[src/rtl/mii_cc_pkg.sv]
package mii_cc_pkg;

  typedef enum logic [1:0] {
    HB_IDLE  = 2'd0,
    HB_WAIT  = 2'd1,
    HB_PULSE = 2'd2
  } hb_state_t;

  function automatic int unsigned max2(input int unsigned a, input int unsigned b);
    return (a > b) ? a : b;
  endfunction

endpackage

[src/rtl/mii_coll_detect.sv]
module mii_coll_detect #(
  parameter int unsigned DELAY_BITS = 7
) (
  input  logic clk,
  input  logic rst_n,
  input  logic tx_act,
  input  logic rx_act,
  input  logic full_dup,
  input  logic spd_100,
  input  logic bit_en,
  output logic coll_col
);

  localparam int unsigned CW = $clog2(DELAY_BITS + 1);
  localparam logic [CW-1:0] CNT_TOP = CW'(DELAY_BITS);

  logic          coll_now;
  logic          coll_start;
  logic          coll_prev_q;
  logic          rx_prev_q;
  logic          slow_mode_q, slow_mode_d;
  logic [CW-1:0] cnt_q, cnt_d;
  logic          col_q, col_d;

  assign coll_now   = !full_dup && tx_act && rx_act;
  assign coll_start = coll_now && !coll_prev_q;

  always_comb begin
    slow_mode_d = slow_mode_q;
    if (coll_start) begin
      slow_mode_d = !spd_100 && !rx_prev_q;
    end
    cnt_d = cnt_q;
    if (!coll_now) begin
      cnt_d = '0;
    end else if (bit_en && (cnt_q != CNT_TOP)) begin
      cnt_d = cnt_q + 1'b1;
    end
    col_d = coll_now && (!slow_mode_d || (cnt_d == CNT_TOP));
  end

  always_ff @(posedge clk or negedge rst_n) begin
    if (!rst_n) begin
      coll_prev_q <= 1'b0;
      rx_prev_q   <= 1'b0;
      slow_mode_q <= 1'b0;
      cnt_q       <= '0;
      col_q       <= 1'b0;
    end else begin
      coll_prev_q <= coll_now;
      rx_prev_q   <= rx_act;
      slow_mode_q <= slow_mode_d;
      cnt_q       <= cnt_d;
      col_q       <= col_d;
    end
  end

  assign coll_col = col_q;

endmodule

[src/rtl/mii_sqe_timer.sv]
module mii_sqe_timer
  import mii_cc_pkg::*;
#(
  parameter int unsigned GAP_BITS = 10,
  parameter int unsigned LEN_BITS = 10
) (
  input  logic clk,
  input  logic rst_n,
  input  logic tx_act,
  input  logic full_dup,
  input  logic spd_100,
  input  logic hb_en,
  input  logic bit_en,
  output logic hb_pulse
);

  localparam int unsigned MAXB = max2(GAP_BITS, LEN_BITS);
  localparam int unsigned CW   = $clog2(MAXB + 1);
  localparam logic [CW-1:0] GAP_LAST = CW'(GAP_BITS - 1);
  localparam logic [CW-1:0] LEN_LAST = CW'(LEN_BITS - 1);

  hb_state_t     st_q, st_d;
  logic [CW-1:0] cnt_q, cnt_d;
  logic          tx_prev_q;
  logic          allowed;
  logic          tx_end;

  assign allowed = hb_en && !spd_100 && !full_dup;
  assign tx_end  = tx_prev_q && !tx_act;

  always_comb begin
    st_d  = st_q;
    cnt_d = cnt_q;
    unique case (st_q)
      HB_IDLE: begin
        if (tx_end && allowed) begin
          st_d  = HB_WAIT;
          cnt_d = '0;
        end
      end
      HB_WAIT: begin
        if (!allowed || tx_act) begin
          st_d  = HB_IDLE;
          cnt_d = '0;
        end else if (bit_en) begin
          if (cnt_q == GAP_LAST) begin
            st_d  = HB_PULSE;
            cnt_d = '0;
          end else begin
            cnt_d = cnt_q + 1'b1;
          end
        end
      end
      HB_PULSE: begin
        if (!allowed || tx_act) begin
          st_d  = HB_IDLE;
          cnt_d = '0;
        end else if (bit_en) begin
          if (cnt_q == LEN_LAST) begin
            st_d  = HB_IDLE;
            cnt_d = '0;
          end else begin
            cnt_d = cnt_q + 1'b1;
          end
        end
      end
      default: begin
        st_d  = HB_IDLE;
        cnt_d = '0;
      end
    endcase
  end

  always_ff @(posedge clk or negedge rst_n) begin
    if (!rst_n) begin
      st_q      <= HB_IDLE;
      cnt_q     <= '0;
      tx_prev_q <= 1'b0;
    end else begin
      st_q      <= st_d;
      cnt_q     <= cnt_d;
      tx_prev_q <= tx_act;
    end
  end

  assign hb_pulse = (st_q == HB_PULSE);

endmodule

[src/rtl/mii_crs_qual.sv]
module mii_crs_qual #(
  parameter int unsigned ZEROS_NEEDED = 2
) (
  input  logic clk,
  input  logic rst_n,
  input  logic rx_act,
  input  logic rx_valid,
  input  logic link_ok,
  input  logic bit_stb,
  input  logic bit_val,
  input  logic spd_100,
  input  logic full_dup,
  input  logic tx_act,
  input  logic eop,
  output logic crs
);

  localparam int unsigned ZW = $clog2(ZEROS_NEEDED + 1);
  localparam logic [ZW-1:0] ZTOP = ZW'(ZEROS_NEEDED);

  logic          carr_q, carr_d;
  logic [ZW-1:0] zcnt_q, zcnt_d;
  logic          last0_q, last0_d;
  logic          crs_q, crs_d;
  logic          clear;
  logic          zero_evt;

  assign clear    = eop || (spd_100 && !link_ok);
  assign zero_evt = bit_stb && !bit_val && !last0_q;

  always_comb begin
    carr_d  = carr_q;
    zcnt_d  = zcnt_q;
    last0_d = last0_q;
    if (clear) begin
      carr_d  = 1'b0;
      zcnt_d  = '0;
      last0_d = 1'b0;
    end else if (!spd_100) begin
      zcnt_d  = '0;
      last0_d = 1'b0;
      if (rx_act && rx_valid) begin
        carr_d = 1'b1;
      end
    end else if (bit_stb) begin
      last0_d = !bit_val;
      if (zero_evt) begin
        zcnt_d = (zcnt_q == ZTOP) ? ZTOP : zcnt_q + 1'b1;
        if (zcnt_d == ZTOP) begin
          carr_d = 1'b1;
        end
      end
    end
    crs_d = carr_d || (!full_dup && tx_act);
  end

  always_ff @(posedge clk or negedge rst_n) begin
    if (!rst_n) begin
      carr_q  <= 1'b0;
      zcnt_q  <= '0;
      last0_q <= 1'b0;
      crs_q   <= 1'b0;
    end else begin
      carr_q  <= carr_d;
      zcnt_q  <= zcnt_d;
      last0_q <= last0_d;
      crs_q   <= crs_d;
    end
  end

  assign crs = crs_q;

endmodule

[src/rtl/mii_crs_col_gen.sv]
module mii_crs_col_gen #(
  parameter int unsigned COL_DELAY_BITS = 7,
  parameter int unsigned HB_GAP_BITS    = 10,
  parameter int unsigned HB_LEN_BITS    = 10,
  parameter int unsigned ZEROS_NEEDED   = 2
) (
  input  logic clk,
  input  logic rst_n,
  input  logic tx_act,
  input  logic rx_act,
  input  logic rx_valid,
  input  logic link_ok,
  input  logic bit_stb,
  input  logic bit_val,
  input  logic bit_en,
  input  logic spd_100,
  input  logic full_dup,
  input  logic hb_en,
  input  logic eop,
  output logic crs,
  output logic col
);

  logic coll_col;
  logic hb_pulse;

  mii_coll_detect #(
    .DELAY_BITS (COL_DELAY_BITS)
  ) u_coll (
    .clk      (clk),
    .rst_n    (rst_n),
    .tx_act   (tx_act),
    .rx_act   (rx_act),
    .full_dup (full_dup),
    .spd_100  (spd_100),
    .bit_en   (bit_en),
    .coll_col (coll_col)
  );

  mii_sqe_timer #(
    .GAP_BITS (HB_GAP_BITS),
    .LEN_BITS (HB_LEN_BITS)
  ) u_sqe (
    .clk      (clk),
    .rst_n    (rst_n),
    .tx_act   (tx_act),
    .full_dup (full_dup),
    .spd_100  (spd_100),
    .hb_en    (hb_en),
    .bit_en   (bit_en),
    .hb_pulse (hb_pulse)
  );

  mii_crs_qual #(
    .ZEROS_NEEDED (ZEROS_NEEDED)
  ) u_crs (
    .clk      (clk),
    .rst_n    (rst_n),
    .rx_act   (rx_act),
    .rx_valid (rx_valid),
    .link_ok  (link_ok),
    .bit_stb  (bit_stb),
    .bit_val  (bit_val),
    .spd_100  (spd_100),
    .full_dup (full_dup),
    .tx_act   (tx_act),
    .eop      (eop),
    .crs      (crs)
  );

  assign col = coll_col || hb_pulse;

endmodule

[config.mk]
export PLATFORM = sky130hd
export DESIGN_NAME = mii_crs_col_gen
export DESIGN_NICKNAME = d
export VERILOG_FILES = /design/src/rtl/mii_cc_pkg.sv /design/src/rtl/mii_coll_detect.sv /design/src/rtl/mii_sqe_timer.sv /design/src/rtl/mii_crs_qual.sv /design/src/rtl/mii_crs_col_gen.sv
export SDC_FILE = /design/constraint.sdc
export NUM_CORES = 1
export LEC_CHECK = 0
export BUFFER_PORTS_ARGS = -buffer_cell sky130_fd_sc_hd__buf_2
export CAP_MARGIN = 25
export CELL_PAD_IN_SITES_DETAIL_PLACEMENT = 1
export CELL_PAD_IN_SITES_GLOBAL_PLACEMENT = 1
export CORE_MARGIN = 4
export CORE_UTILIZATION = 43
export DETAILED_ROUTE_END_ITERATION = 12
export PLACE_DENSITY = 0.83
export SYNTH_ARGS = -nofsm -noshare
export SYNTH_HDL_FRONTEND = slang
export SYNTH_SLANG_ARGS = --single-unit
[constraint.sdc]
create_clock -name clk -period 2.1 [get_ports clk]
set_input_delay 0.525 -clock clk [delete_from_list [all_inputs] [get_ports clk]]
set_output_delay 0.525 -clock clk [all_outputs]
set_load 0.03 [all_outputs]
**Yosys cells after proc, flatten, opt, wreduce, memory -nomap -nowiden**

Index checks and enable logic that the tools add are counted.

- $add $sub $neg: 3
- Eq/ne operators: 15
- Mux-type cells: 30
- Reduce and logical (&&, ||, !) cells: 34

Operator list:

| operator | count |
|---|---|
| $mux W2 | 12 |
| $mux W4 | 4 |
| $logic_and A1 B1 Y1 | 14 |
| $ne A3 B1 Y1 const B | 4 |
| $logic_not A1 Y1 | 10 |
| $mux W1 | 10 |
| $ne A3 B2 Y1 const B | 3 |
| $pmux W4 S2 | 1 |
| $eq A2 B2 Y1 const B | 3 |
| $mux W3 | 2 |
| $pmux W2 S3 | 1 |
| $logic_or A1 B1 Y1 | 5 |
| $reduce_and A5 Y1 | 1 |
| $add A4 B1 Y4 const B | 1 |
| $eq A4 B4 Y1 const B | 1 |
| $reduce_and A2 Y1 | 2 |
| $add A3 B1 Y3 const B | 1 |
| $eq A3 B3 Y1 const B | 1 |
| $ne A3 B3 Y1 const B | 1 |
| $add A2 B1 Y2 const B | 1 |
| $eq A2 B1 Y1 const B | 1 |
| $logic_not A2 Y1 | 1 |
| $ne A2 B1 Y1 const B | 1 |
| $reduce_or A2 Y1 | 1 |

- Register bits: 19
- Input port bits: 13
- Output and inout port bits: 2
- Word-level logic and storage cells: 94

**Logic depth before layout (Yosys ltp)**

- Depth after elaboration: 9
- Gate-level depth with buffers: 6
- Mapped depth without buffers: 6

**By module**

A second synthesis with hierarchy kept.

- Cell total of the unflattened synthesis: 92
- Area total of the unflattened synthesis: 1026.0 um^2

By module, submodules not included:

| module | times used | cells each | area each (um^2) |
|---|---|---|---|
| mii_sqe_timer | 1 | 40 | 446.7 |
| mii_coll_detect | 1 | 27 | 310.3 |
| mii_crs_qual | 1 | 24 | 262.8 |
| mii_crs_col_gen | 1 | 1 | 6.3 |

**Worst setup path after synthesis**

OpenSTA, ideal clock, no wires.

- Path kind: in2reg
- Start point: input port full_dup
- End point: register u_sqe.cnt_q[2]
- Library setup time: 0.126 ns
- Arrival time: 1.483 ns
- Setup slack: 0.491 ns
- Cell stages on the path: 4
- Path buffers: 0
- Path through: nor4b_4 > nand2_2 > o2bb2ai_2 > a221o_1

- Word-level cells in the longest chain between the ends: 6
- Elaborated cells between the ends (all ways): 10
- Classes of those cells: eq/ne: 2; mux: 2; reduce/logical: 6

RTL lines:

| element | line | text |
|---|---|---|
| from (decl) | mii_crs_col_gen.sv:17 | `input logic full_dup,` |
| $logic_not A1 Y1 * | mii_sqe_timer.sv:28 | `assign allowed = hb_en && !spd_100 && !full_dup;` |
| $logic_and A1 B1 Y1 * | mii_sqe_timer.sv:28 |  |
| $logic_not A1 Y1 | mii_sqe_timer.sv:42, mii_sqe_timer.sv:55 |  |
| $logic_or A1 B1 Y1 | mii_sqe_timer.sv:42, mii_sqe_timer.sv:55 |  |
| $mux W4 or $ne A3 B1 Y1 (tied branches) | n/a |  |
| $pmux W4 S2 or $reduce_and A2 Y1 (tied branches) | n/a |  |
| to (signal assigned) | mii_sqe_timer.sv:81 | `cnt_q <= cnt_d;` |
| to (decl) | mii_sqe_timer.sv:23 | `logic [CW-1:0] cnt_q, cnt_d;` |

Every way passes the cells marked *; elsewhere a longest branch is shown, timed or not.
A chain may end at the register's enable or synchronous reset.

**Worst setup path in the final report**

- Start point: register u_sqe.st_q[0]
- End point: output port col

- Word-level cells in the longest chain between the ends: 2

RTL lines:

| element | line | text |
|---|---|---|
| from (decl) | mii_sqe_timer.sv:22 | `hb_state_t st_q, st_d;` |
| from (signal assigned) | mii_sqe_timer.sv:80 | `st_q <= st_d;` |
| $eq A2 B2 Y1 | mii_sqe_timer.sv:86 | `assign hb_pulse = (st_q == HB_PULSE);` |
| $logic_or A1 B1 Y1 | mii_crs_col_gen.sv:71 | `assign col = coll_col \|\| hb_pulse;` |
| to (decl) | mii_crs_col_gen.sv:21 | `output logic col` |

No other way between the ends.

==> PnR_summary.wiki <==
{| class="wikitable"
! Metric !! Value
|-
| Status || finished clean
|-
| TritonCTS clock tree || built
|-
| Portion of the post-synthesis area used by sequential elements || 47.5%
|-
| Count of routing violations after the opening detailed-route iteration || 3
|-
| Site Rows || 17
|-
| Setup crit start kind || register
|-
| CTS root buf || clkbuf_4
|-
| Category of the most critical setup path || reg2out
|-
| Clk_lat worst skew || 0.30 ns
|-
| Syn avg cell area || 10.9 sq um
|-
| Endpoint of the most critical setup path || col
|-
| Area of all placed cells without fillers || 1150 sq um
|-
| Yosys reg bits || 19
|-
| Number of buffers inserted during clock tree synthesis || 3
|-
| Core Box Area || 2210 sq um
|-
| Initial core utilization || 45.2%
|-
| Cell taking the most area after synthesis || dfrtp_1
|-
| Worst-case clock buffer depth || 2
|-
| Number of failing hold endpoints at the final stage || 0
|-
| Highest clock frequency the design can meet || 495 MHz
|-
| Final setup skew || 0.00194 ns
|-
| Total number of nets in the final design || 133
|-
| Total number of vias || 727
|-
| Final setup violation count || 0
|-
| Tightest Pin Transition || 0.426 ns
|-
| Post-cts hold buffer count || 0
|-
| Global-route wire length before repair || 3.47 mm
|-
| Number of cell instances on the worst register-to-register path || 6
|-
| Register clock-pin slew on the reported worst setup and hold paths || 0.11 ns
|-
| I/O Pins || 15
|-
| Path type of the worst min-delay path || in2async
|-
| Number of synthesized flops with an enable pin || 0
|-
| Cell count after synthesis || 92
|-
| Fill count || 260
|-
| P_leak || 0.581 nW
|-
| Final wirelength || 2.04 mm
|-
| Crit-path max FO || 4
|-
| Proportion of netlist area held by the largest area contributor || 47.5%
|-
| Total chip power || 0.706 mW
|-
| Mapped Area || 1000 sq um
|-
| Most repeated cell in the gate-level netlist after synthesis || dfrtp_1
|-
| Min Clock Period, post-route || 2.02 ns
|-
| GRT Resource Usage Total || 14.3%
|-
| Maximum level of the CTS H-tree || 1
|-
| Synth Net Count || 113
|-
| Setup repair after global routing missed its margin || no
|-
| Final number of max-transition violations || 0
|-
| Most instantiated cells after synthesis || 19 x dfrtp_1, 11 x inv_1, 10 x nor2_1, 8 x ha_1
|-
| Crit path launch || u_sqe.st_q[0]
|-
| Post-place instance area || 1110 sq um
|-
| Power per standard cell area || 616 nW/um^2
|-
| Maximum vdd drop || 0.000338 V
|-
| R2r endpoint || u_coll.coll_col
|-
| Via count of the first global-routing pass || 788
|-
| Yosys warning count || 0
|-
| Share of synthesized flip-flops with an asynchronous set or reset || 100%
|-
| Die width || 56.2 um
|-
| Library cells used by synthesis || 32
|-
| Number of sinks handled by clock tree synthesis || 19
|-
| Critical path arrival || 1.50 ns
|-
| Area added between synthesis and finish || 14.5%
|-
| CP required || 1.57 ns
|-
| Antenna violations before repair || 0
|-
| Headroom to the max-slew limit || 71.6%
|-
| Largest net degree at the start of global routing || 20
|-
| Drc violations || 0
|-
| Ys flop type || dfrtp_1
|-
| Top cells by area, synth || dfrtp_1 48%, ha_1 10%, inv_1 4.1%
|-
| HPWL after detailed placement || 1.67 mm
|-
| Number of search-and-repair iterations in the first detailed-routing pass || 4
|-
| Worst setup EP type || primary output
|-
| Number of buffers added on ports || 14
|-
| Final worst path period share || 96.2%
|-
| Post-route antenna net violation count || 0
|-
| Setup TNS Final || 0 ns
|-
| Detailed-route vias per instance || 5.23
|-
| Setup slack of the most critical reg-to-reg path || 0.43 ns
|-
| Number of inserted diodes || 0
|-
| Die Ht || 56.2 um
|-
| Critical R2R Launch || u_coll.cnt_q[0]
|-
| Count of buffers added by post-CTS timing repair for setup || 0
|-
| Routability Congestion || 0.857
|-
| Share of layout cells above drive strength 1 || 24.3%
|-
| Total of max-cap violations || 0
|-
| Total congestion overflow || 0
|-
| Wire length per cell after detailed routing || 14.7 um
|-
| Overall die area || 3160 sq um
|}
worst min path at each step:
stage	end	slack, ns	depth (start not counted)	from
3_5_place_dp	u_coll.slow_mode_q	0.45	1	u_coll.rx_prev_q
2_1_floorplan	u_coll.cnt_q[0]	0.23	0	rst_n
3_3_place_gp	u_coll.slow_mode_q	0.45	1	u_coll.rx_prev_q
6_report	u_crs.zcnt_q[0]	0.14	1	rst_n
5_1_grt	u_crs.zcnt_q[0]	0.15	1	rst_n
4_1_cts	u_crs.zcnt_q[0]	0.15	1	rst_n
state kept, by name (all words and copies together), names as in the netlist:
name,count
u_sqe.tx_prev_q,1
u_crs.zcnt_q,2
u_crs.last0_q,1
u_coll.rx_prev_q,1
u_coll.slow_mode_q,1
u_sqe.cnt_q,4
u_coll.coll_col,1
u_crs.carr_q,1
u_sqe.st_q,2
u_coll.cnt_q,3
u_coll.coll_prev_q,1
u_crs.crs,1
area by class of cell:
| class | instances | area (sq um) | share of cell area (%) |
|---|---|---|---|
| Timing Repair Buffer | 15 | 80.1 | 6.99 |
| Inverter | 11 | 41.3 | 3.60 |
| Multi-Input combinational cell | 62 | 487 | 42.5 |
| Tap cell | 28 | 35.0 | 3.06 |
| Clock inverter | 1 | 5.00 | 0.437 |
| Sequential cell | 19 | 475 | 41.5 |
| Clock buffer | 3 | 22.5 | 1.97 |
stage by stage:
stage / hold slack [ns] / util, % / instances / setup WS (ns)
3_3_place_gp: 0.451 / 50.3 / 135 / 0.295
6_report: 0.143 / 51.8 / 139 / 0.0792
2_1_floorplan: 0.229 / - / 92 / 0.491
5_1_grt: 0.153 / 51.8 / 139 / 0.0218
3_5_place_dp: 0.448 / 50.3 / 135 / 0.255
4_1_cts: 0.153 / 51.6 / 139 / 0.0303
cells in the final DEF (no fill, tap or decap):
cell type | Yosys | layout
dfrtp_1 | 19 | 19
nand2b_1 | 2 | 2
nand4b_1 | 1 | 1
nor4_1 | 1 | 1
a31oi_1 | 2 | 2
a21o_1 | 2 | 2
nor3_1 | 2 | 2
clkinv_2 | 0 | 1
a32o_1 | 2 | 2
ha_1 | 8 | 7
nor4b_4 | 1 | 1
o41ai_1 | 1 | 1
o21ai_0 | 2 | 2
o22ai_1 | 1 | 1
o2bb2ai_2 | 1 | 1
nand3b_1 | 3 | 3
a221oi_1 | 1 | 1
nand2_1 | 1 | 1
a2bb2o_1 | 1 | 1
ha_2 | 0 | 1
or2_2 | 1 | 1
inv_1 | 11 | 11
buf_2 | 0 | 13
a21oi_1 | 3 | 3
a221o_1 | 2 | 2
nor2b_1 | 1 | 1
nor2_1 | 10 | 10
buf_4 | 0 | 2
nand2_2 | 2 | 2
nor4b_1 | 1 | 1
mux2_2 | 1 | 1
and2_1 | 1 | 1
mux2i_1 | 3 | 3
clkbuf_4 | 0 | 3
xor2_1 | 1 | 1
nor3b_2 | 1 | 1
nand3_1 | 3 | 3
power by group:
group / switching, mW / internal [mW] / leakage, nW
logic: 0.0714 / 0.0535 / 0.307
clock network: 0.116 / 0.0710 / 0.0177
registers: 0.0126 / 0.382 / 0.256
total: 0.200 / 0.506 / 0.581
kinds of logic after synthesis:
group	count (synthesis)	synth area share, %
flip-flops	19	47.5
adder cells (fa/ha/maj)	8	10.0
multiplexers	4	4.13
XOR/XNOR	1	0.875
AND/OR/NAND/NOR	31	19.3
AO/OA/AOI/OAI	18	14.1
buffers and inverters	11	4.13
per-layer routing:
| layer | up-vias | part of all wire (%) | track usage (%) |
|---|---|---|---|
| met5 | - | 0 | 0 |
| met4 | 0 | 0.83 | 5.08 |
| met3 | 2 | 2.5 | 2.32 |
| met2 | 7 | 52 | 26.0 |
| met1 | 352 | 45 | 16.6 |
| li1 | 366 | - | - |
critical path, cell delays in order (launching register included):
cell,delay (ns)
dfrtp_1,0.43
inv_1,0.09
ha_2,0.19
or2_2,0.31
buf_4,0.17
repair_timing:
action                                  in CTS  in global routing
endpoints found under the setup margin       0                  1
gates resized for setup                      0                  3
endpoints found under the hold margin        0                  0
Power figures use the tool's default switching activity.
